==> config.mk <==
export PLATFORM = sky130hd
export DESIGN_NAME = dms_synth_ctrl
export DESIGN_NICKNAME = d
export VERILOG_FILES = /design/src/rtl/dms_pkg.sv /design/src/rtl/dms_word_decode.sv /design/src/rtl/dms_swallow_counter.sv /design/src/rtl/dms_lock_monitor.sv /design/src/rtl/dms_synth_ctrl.sv
export SDC_FILE = /design/constraint.sdc
export NUM_CORES = 1
export LEC_CHECK = 0
export BUFFER_PORTS_ARGS = -buffer_cell sky130_fd_sc_hd__buf_2
export CAP_MARGIN = 30
export CORE_UTILIZATION = 54
export DETAILED_ROUTE_END_ITERATION = 10
export HOLD_SLACK_MARGIN = 0.02
export PLACE_DENSITY = 0.72
export SLEW_MARGIN = 20
export SYNTH_ARGS = -nofsm -noshare
export SYNTH_HDL_FRONTEND = slang
export SYNTH_SLANG_ARGS = --single-unit
==> constraint.sdc <==
create_clock -name clk -period 7 [get_ports clk]
set_input_delay 1.4 -clock clk [delete_from_list [all_inputs] [get_ports clk]]
set_output_delay 1.4 -clock clk [all_outputs]
set_load 0.05 [all_outputs]
==> src/rtl/dms_pkg.sv <==
package dms_pkg;
  // Low ratio of the external prescaler; must be a power of two.
  localparam int PRE_LOW = 32;
  localparam int SWAL_W  = $clog2(PRE_LOW);
  localparam int MAIN_W  = 8;

  typedef struct packed {
    logic [MAIN_W-1:0] b;    // prescaler pulses per division cycle
    logic [SWAL_W-1:0] a;    // pulses taken at the high ratio
    logic              dbl;  // doubler enabled
  } div_cfg_t;
endpackage

==> src/rtl/dms_word_decode.sv <==
module dms_word_decode
  import dms_pkg::*;
#(
  parameter int WORD_W  = 12,
  parameter int LO_MIN  = 1480,
  parameter int LO_MAX  = 3480,
  parameter int DBL_MIN = 1738
) (
  input  logic [WORD_W-1:0] word,
  output logic              ok,
  output div_cfg_t          cfg
);
  localparam logic [WORD_W-1:0] MIN_W = WORD_W'(LO_MIN);
  localparam logic [WORD_W-1:0] MAX_W = WORD_W'(LO_MAX);
  localparam logic [WORD_W-1:0] DBL_W = WORD_W'(DBL_MIN);

  logic              dbl;
  logic [WORD_W-1:0] n;
  logic              in_range;
  logic              odd_dbl;
  logic              swal_fits;

  always_comb begin
    dbl       = (word >= DBL_W);
    n         = dbl ? (word >> 1) : word;
    cfg.dbl   = dbl;
    cfg.a     = n[SWAL_W-1:0];
    cfg.b     = MAIN_W'(n >> SWAL_W);
    in_range  = (word >= MIN_W) && (word <= MAX_W);
    odd_dbl   = dbl && word[0];
    swal_fits = (cfg.b >= MAIN_W'(cfg.a));
    ok        = in_range && !odd_dbl && swal_fits;
  end
endmodule

==> src/rtl/dms_swallow_counter.sv <==
module dms_swallow_counter
  import dms_pkg::*;
#(
  parameter div_cfg_t RST_CFG = '0
) (
  input  logic     clk,
  input  logic     rst,
  input  logic     pre_pulse,
  input  div_cfg_t next_cfg,
  output div_cfg_t act_cfg,
  output logic     mod_hi,
  output logic     fb_pulse
);
  logic [MAIN_W-1:0] cnt;
  logic [MAIN_W-1:0] cnt_nx;
  div_cfg_t          cfg_nx;
  logic              wrap;

  always_comb begin
    wrap   = pre_pulse && (cnt == act_cfg.b - 1'b1);
    cfg_nx = wrap ? next_cfg : act_cfg;
    if (!pre_pulse)  cnt_nx = cnt;
    else if (wrap)   cnt_nx = '0;
    else             cnt_nx = cnt + 1'b1;
  end

  always_ff @(posedge clk) begin
    if (rst) begin
      cnt      <= '0;
      act_cfg  <= RST_CFG;
      mod_hi   <= (RST_CFG.a != '0);
      fb_pulse <= 1'b0;
    end else begin
      cnt      <= cnt_nx;
      act_cfg  <= cfg_nx;
      mod_hi   <= (cnt_nx < MAIN_W'(cfg_nx.a));
      fb_pulse <= wrap;
    end
  end
endmodule

==> src/rtl/dms_lock_monitor.sv <==
module dms_lock_monitor #(
  parameter int LOCK_WIN = 16,
  parameter int LOCK_TOL = 1
) (
  input  logic clk,
  input  logic rst,
  input  logic ref_tick,
  input  logic fb_pulse,
  output logic lock
);
  localparam int WIN_W = $clog2(LOCK_WIN + 1);
  localparam int FB_W  = $clog2(LOCK_WIN + LOCK_TOL + 3) + 1;
  localparam logic [WIN_W-1:0] LAST = WIN_W'(LOCK_WIN - 1);
  localparam logic [FB_W-1:0]  LO   = FB_W'(LOCK_WIN - LOCK_TOL);
  localparam logic [FB_W-1:0]  HI   = FB_W'(LOCK_WIN + LOCK_TOL);
  localparam logic [FB_W-1:0]  SAT  = HI + 1'b1;

  logic [WIN_W-1:0] ref_cnt;
  logic [FB_W-1:0]  fb_cnt;
  logic [FB_W-1:0]  fb_tot;
  logic [FB_W-1:0]  fb_sat;

  always_comb begin
    fb_tot = fb_cnt + FB_W'(fb_pulse);
    fb_sat = (fb_tot > SAT) ? SAT : fb_tot;
  end

  always_ff @(posedge clk) begin
    if (rst) begin
      ref_cnt <= '0;
      fb_cnt  <= '0;
      lock    <= 1'b0;
    end else if (ref_tick) begin
      if (ref_cnt == LAST) begin
        lock    <= (fb_tot >= LO) && (fb_tot <= HI);
        ref_cnt <= '0;
        fb_cnt  <= '0;
      end else begin
        ref_cnt <= ref_cnt + 1'b1;
        fb_cnt  <= fb_sat;
      end
    end else if (fb_pulse) begin
      fb_cnt <= fb_sat;
    end
  end
endmodule

==> src/rtl/dms_synth_ctrl.sv <==
module dms_synth_ctrl
  import dms_pkg::*;
#(
  parameter int WORD_W     = 12,
  parameter int LO_MIN     = 1480,
  parameter int LO_MAX     = 3480,
  parameter int DBL_MIN    = 1738,
  parameter int RESET_WORD = 1610,
  parameter int LOCK_WIN   = 16,
  parameter int LOCK_TOL   = 1
) (
  input  logic              clk,
  input  logic              rst,
  input  logic              wr_en,
  input  logic [WORD_W-1:0] wr_word,
  input  logic              hrr_mode,
  input  logic              pre_pulse,
  input  logic              ref_tick,
  output logic              mod_sel,
  output logic              fb_pulse,
  output logic              dbl_out,
  output logic              dbl_oe,
  output logic              tune_err,
  output logic              lock
);
  localparam bit       RST_DBL = (RESET_WORD >= DBL_MIN);
  localparam int       RST_N   = RST_DBL ? RESET_WORD / 2 : RESET_WORD;
  localparam div_cfg_t RST_CFG = '{b:   MAIN_W'(RST_N / PRE_LOW),
                                   a:   SWAL_W'(RST_N % PRE_LOW),
                                   dbl: RST_DBL};

  logic     dec_ok;
  div_cfg_t dec_cfg;
  div_cfg_t pend_cfg;
  div_cfg_t act_cfg;
  logic     hrr_q;

  dms_word_decode #(
    .WORD_W (WORD_W),
    .LO_MIN (LO_MIN),
    .LO_MAX (LO_MAX),
    .DBL_MIN(DBL_MIN)
  ) u_decode (
    .word(wr_word),
    .ok  (dec_ok),
    .cfg (dec_cfg)
  );

  // Accepted words wait here until the running cycle ends.
  always_ff @(posedge clk) begin
    if (rst) begin
      pend_cfg <= RST_CFG;
      tune_err <= 1'b0;
      hrr_q    <= 1'b0;
    end else begin
      hrr_q <= hrr_mode;
      if (wr_en) begin
        if (dec_ok) pend_cfg <= dec_cfg;
        else        tune_err <= 1'b1;
      end
    end
  end

  dms_swallow_counter #(
    .RST_CFG(RST_CFG)
  ) u_count (
    .clk      (clk),
    .rst      (rst),
    .pre_pulse(pre_pulse),
    .next_cfg (pend_cfg),
    .act_cfg  (act_cfg),
    .mod_hi   (mod_sel),
    .fb_pulse (fb_pulse)
  );

  dms_lock_monitor #(
    .LOCK_WIN(LOCK_WIN),
    .LOCK_TOL(LOCK_TOL)
  ) u_lock (
    .clk     (clk),
    .rst     (rst),
    .ref_tick(ref_tick),
    .fb_pulse(fb_pulse),
    .lock    (lock)
  );

  assign dbl_out = act_cfg.dbl;
  assign dbl_oe  = ~(hrr_q & ~act_cfg.dbl);
endmodule

==> results.sh <==
export IMPL_slew_violations=0
export IMPL_routedWlPerCell_um=13.6
export IMPL_finalHoldViolCount=0
export IMPL_grt_pass1_vias=2048
export IMPL_path_cells="buf_2, o21ai_0, a21oi_1, o21a_1, nor2_2, mux2_2, ha_1, nand2b_1, a21o_1, a21oi_1, o221ai_1, a21boi_0, a211o_1"
export IMPL_final_nets=374
export IMPL_final_common_cell="dfxtp_1"
export IMPL_critPathLaunchType="input pin"
export IMPL_cts_buffers=5
export IMPL_start_util_pct=57.6
export IMPL_path_class="in -> reg"
export IMPL_grt_max_degree=32
export IMPL_tightest_slew_ps=933
export IMPL_coreArea_um2=4850
export IMPL_final_setup_worst_slack_ps=2730
export IMPL_synth_ff_type="dfxtp_1"
export IMPL_synth_seq_cells=50
export IMPL_cts_tree="done"
export IMPL_vias=2359
export IMPL_antenna_found_initial=0
export IMPL_cts_resized=0
export IMPL_io_pins=24
export IMPL_drtIter0Drc=89
export IMPL_arrival_ps=4470
export IMPL_root_buffer="clkbuf_8"
export IMPL_synth_top_area_share_pct=35.8
export IMPL_slew_headroom_pct=37.8
export IMPL_cpLargestDelayFamily="compound AO/OA/AOI/OAI gates"
export IMPL_max_freq_mhz=234
export IMPL_fillers=444
export IMPL_grtUsageTotal_pct=22.0
export IMPL_async_flop_share_pct=0
export IMPL_fp_dieH_um=73.9
export IMPL_rows=25
export IMPL_fin_worst_skew_ps=6.17
export IMPL_peakVddDrop_mv=0.100
export IMPL_syn_inst=325
export IMPL_vias_per_cell=5.75
export IMPL_fp_dieW_um=73.9
export IMPL_drc=0
export IMPL_end_kind="register"
export IMPL_drv_cap=0
export IMPL_fin_setup_tns_ps=0
export IMPL_synthToLayoutAreaGrowth_pct=8.46
export IMPL_dp_slack_ps=2360
export IMPL_holdBufCountCts=0
export IMPL_die_area_um2=5470
export IMPL_min_path_type="reg -> reg"
export IMPL_multiInputGateArea_um2=1670
export IMPL_dr_pass1_iters=4
export IMPL_yosysSeqAreaShare_pct=35.8
export IMPL_cts_htree_levels=2
export IMPL_synth_cell_types=55
export IMPL_synth_top_cell_by_area="dfxtp_1"
export IMPL_grt_overflow_total=0
export IMPL_cts_setup_buffers=0
export IMPL_synth_nets=357
export IMPL_slowest_stage="o221ai_1"
export IMPL_synth_edff_count=0
export IMPL_synth_top_cells_by_area="dfxtp_1, ha_1, mux2i_1, nor2_1, a21oi_1"
export IMPL_setup_viol=0
export IMPL_clk_latency_ps=310
export IMPL_crit_path_frequent_cell="a21oi_1"
export IMPL_rsz0062_at_grt="no"
export IMPL_diodes=0
export IMPL_gp_congestion=0.848
export IMPL_clock_sinks=50
export IMPL_synth_area_um2=2790
export IMPL_routed_wl_mm=5.58
export IMPL_p_per_area_nw_per_um2=188
export IMPL_mostFrequentLayoutCells="dfxtp_1, nor2_1, nand2_1"
export IMPL_port_buffers=23
export IMPL_cp_buffers_inverters=1
export IMPL_yosysWarnings=0
export IMPL_status="finished, final reports clean"
export IMPL_syn_area_per_cell_um2=8.60
export IMPL_cp_required_ps=7200
export IMPL_path_max_fanout=10
export IMPL_grt_pass1_wl_mm=9.32
export IMPL_path_clk_slew_ps=90
export IMPL_period_needed_ps=4270
export IMPL_fin_crit_sh_pct=61.0
export IMPL_slowest_delay_ps=630
export IMPL_drive_gt1_share_pct=12.0
export IMPL_seq_area_um2=1000
export IMPL_leakage_nw=1.22
export IMPL_drt_antenna_violating_nets=0
export IMPL_dp_hpwl_mm=4.17
export IMPL_cts_buffer_depth=2
[synth_stat cells (2+ instances only)]
master / number
dfxtp_1: 50
nor2_1: 33
nand2_1: 26
a21oi_1: 24
mux2i_1: 16
ha_1: 14
nand3_1: 13
inv_1: 12
xor2_1: 11
nor3_1: 10
o21ai_0: 10
xnor2_1: 8
a211oi_1: 7
clkbuf_1: 7
and3_1: 5
nand2b_1: 5
o211ai_1: 5
a21o_1: 4
a31oi_1: 3
and2_1: 3
and4_1: 3
buf_2: 3
mux2_2: 3
nand4_1: 3
nor4_1: 3
o311ai_0: 3
o31ai_1: 3
a21boi_0: 2
a311oi_1: 2
and3b_1: 2
buf_4: 2
nor2b_1: 2
nor3b_1: 2
o21a_1: 2
o22ai_1: 2
o311a_1: 2
or2_2: 2
[through the flow]
| step | total power [mW] | hold WS [ps] | instance area [um2] | std cells | utilization [%] |
|---|---|---|---|---|---|
| floorplan | 0.353 | 436 | 2790 | 325 | - |
| global placement | 0.371 | 433 | 2920 | 402 | 60.2 |
| detailed placement | 0.373 | 443 | 2920 | 402 | 60.2 |
| CTS | 0.575 | 456 | 3030 | 410 | 62.5 |
| global route | 0.597 | 476 | 3030 | 410 | 62.5 |
| finish | 0.570 | 447 | 3030 | 410 | 62.5 |
[final cells by class]
cell class / instances / area share, %
Clock buffer: 5 / 2.27
Inverter: 12 / 1.49
Sequential cell: 50 / 33.0
Timing Repair Buffer: 23 / 3.80
Multi-Input combinational cell: 250 / 55.2
Tap cell: 67 / 2.77
Clock inverter: 3 / 1.49
[tightest hold or removal path: cells and delay by family, from the launching register on]
family / cells / cell delay (ps)
compound gates: 1 / 50
buf+inv: 1 / 50
flops: 1 / 320
[flip-flops by register name (all words and copies together) (netlist names)]
name              cells
u_lock.lock           1
u_count.cnt           8
u_lock.fb_cnt         6
u_count.fb_pulse      1
tune_err              1
u_count.mod_hi        1
pend_cfg             13
u_lock.ref_cnt        5
hrr_q                 1
u_count.act_cfg      13
[report_power, final]
group	switching (mW)	internal, mW	total [mW]
Clock	0.0979	0.106	0.204
Sequential	0.00649	0.293	0.299
Combinational	0.0405	0.0262	0.0667
[kinds of logic after synthesis]
kind of cell               Yosys count  synth area share [%]
buffers and inverters               25                  4.34
DFF                                 50                  35.8
AOI/OAI and AO/OA                   80                  19.2
muxes                               19                  6.94
and+or+nand+nor                    118                  21.5
adders and majority gates           14                  6.27
xor gates and xnor gates            19                  5.96
[per-layer routing]
| layer | up-vias | share of wire (%) | global-route usage (%) |
|---|---|---|---|
| met2 | 24 | 46 | 36.5 |
| li1 | 1220 | - | - |
| met4 | 0 | 0.91 | 5.77 |
| met5 | - | 0 | 0 |
| met3 | 5 | 1.9 | 4.47 |
| met1 | 1110 | 51 | 29.3 |
[worst paths after layout]
path	startpoint	to	slack, ps	depth (start not counted)
hold reg to reg	tune_err	tune_err	450	2
hold / removal	tune_err	tune_err	450	2
setup reg to reg	u_count.act_cfg[6]	u_count.mod_hi	3240	12
setup / recovery	wr_word[2]	pend_cfg[7]	2730	13
(Power assumes the default switching activity.)
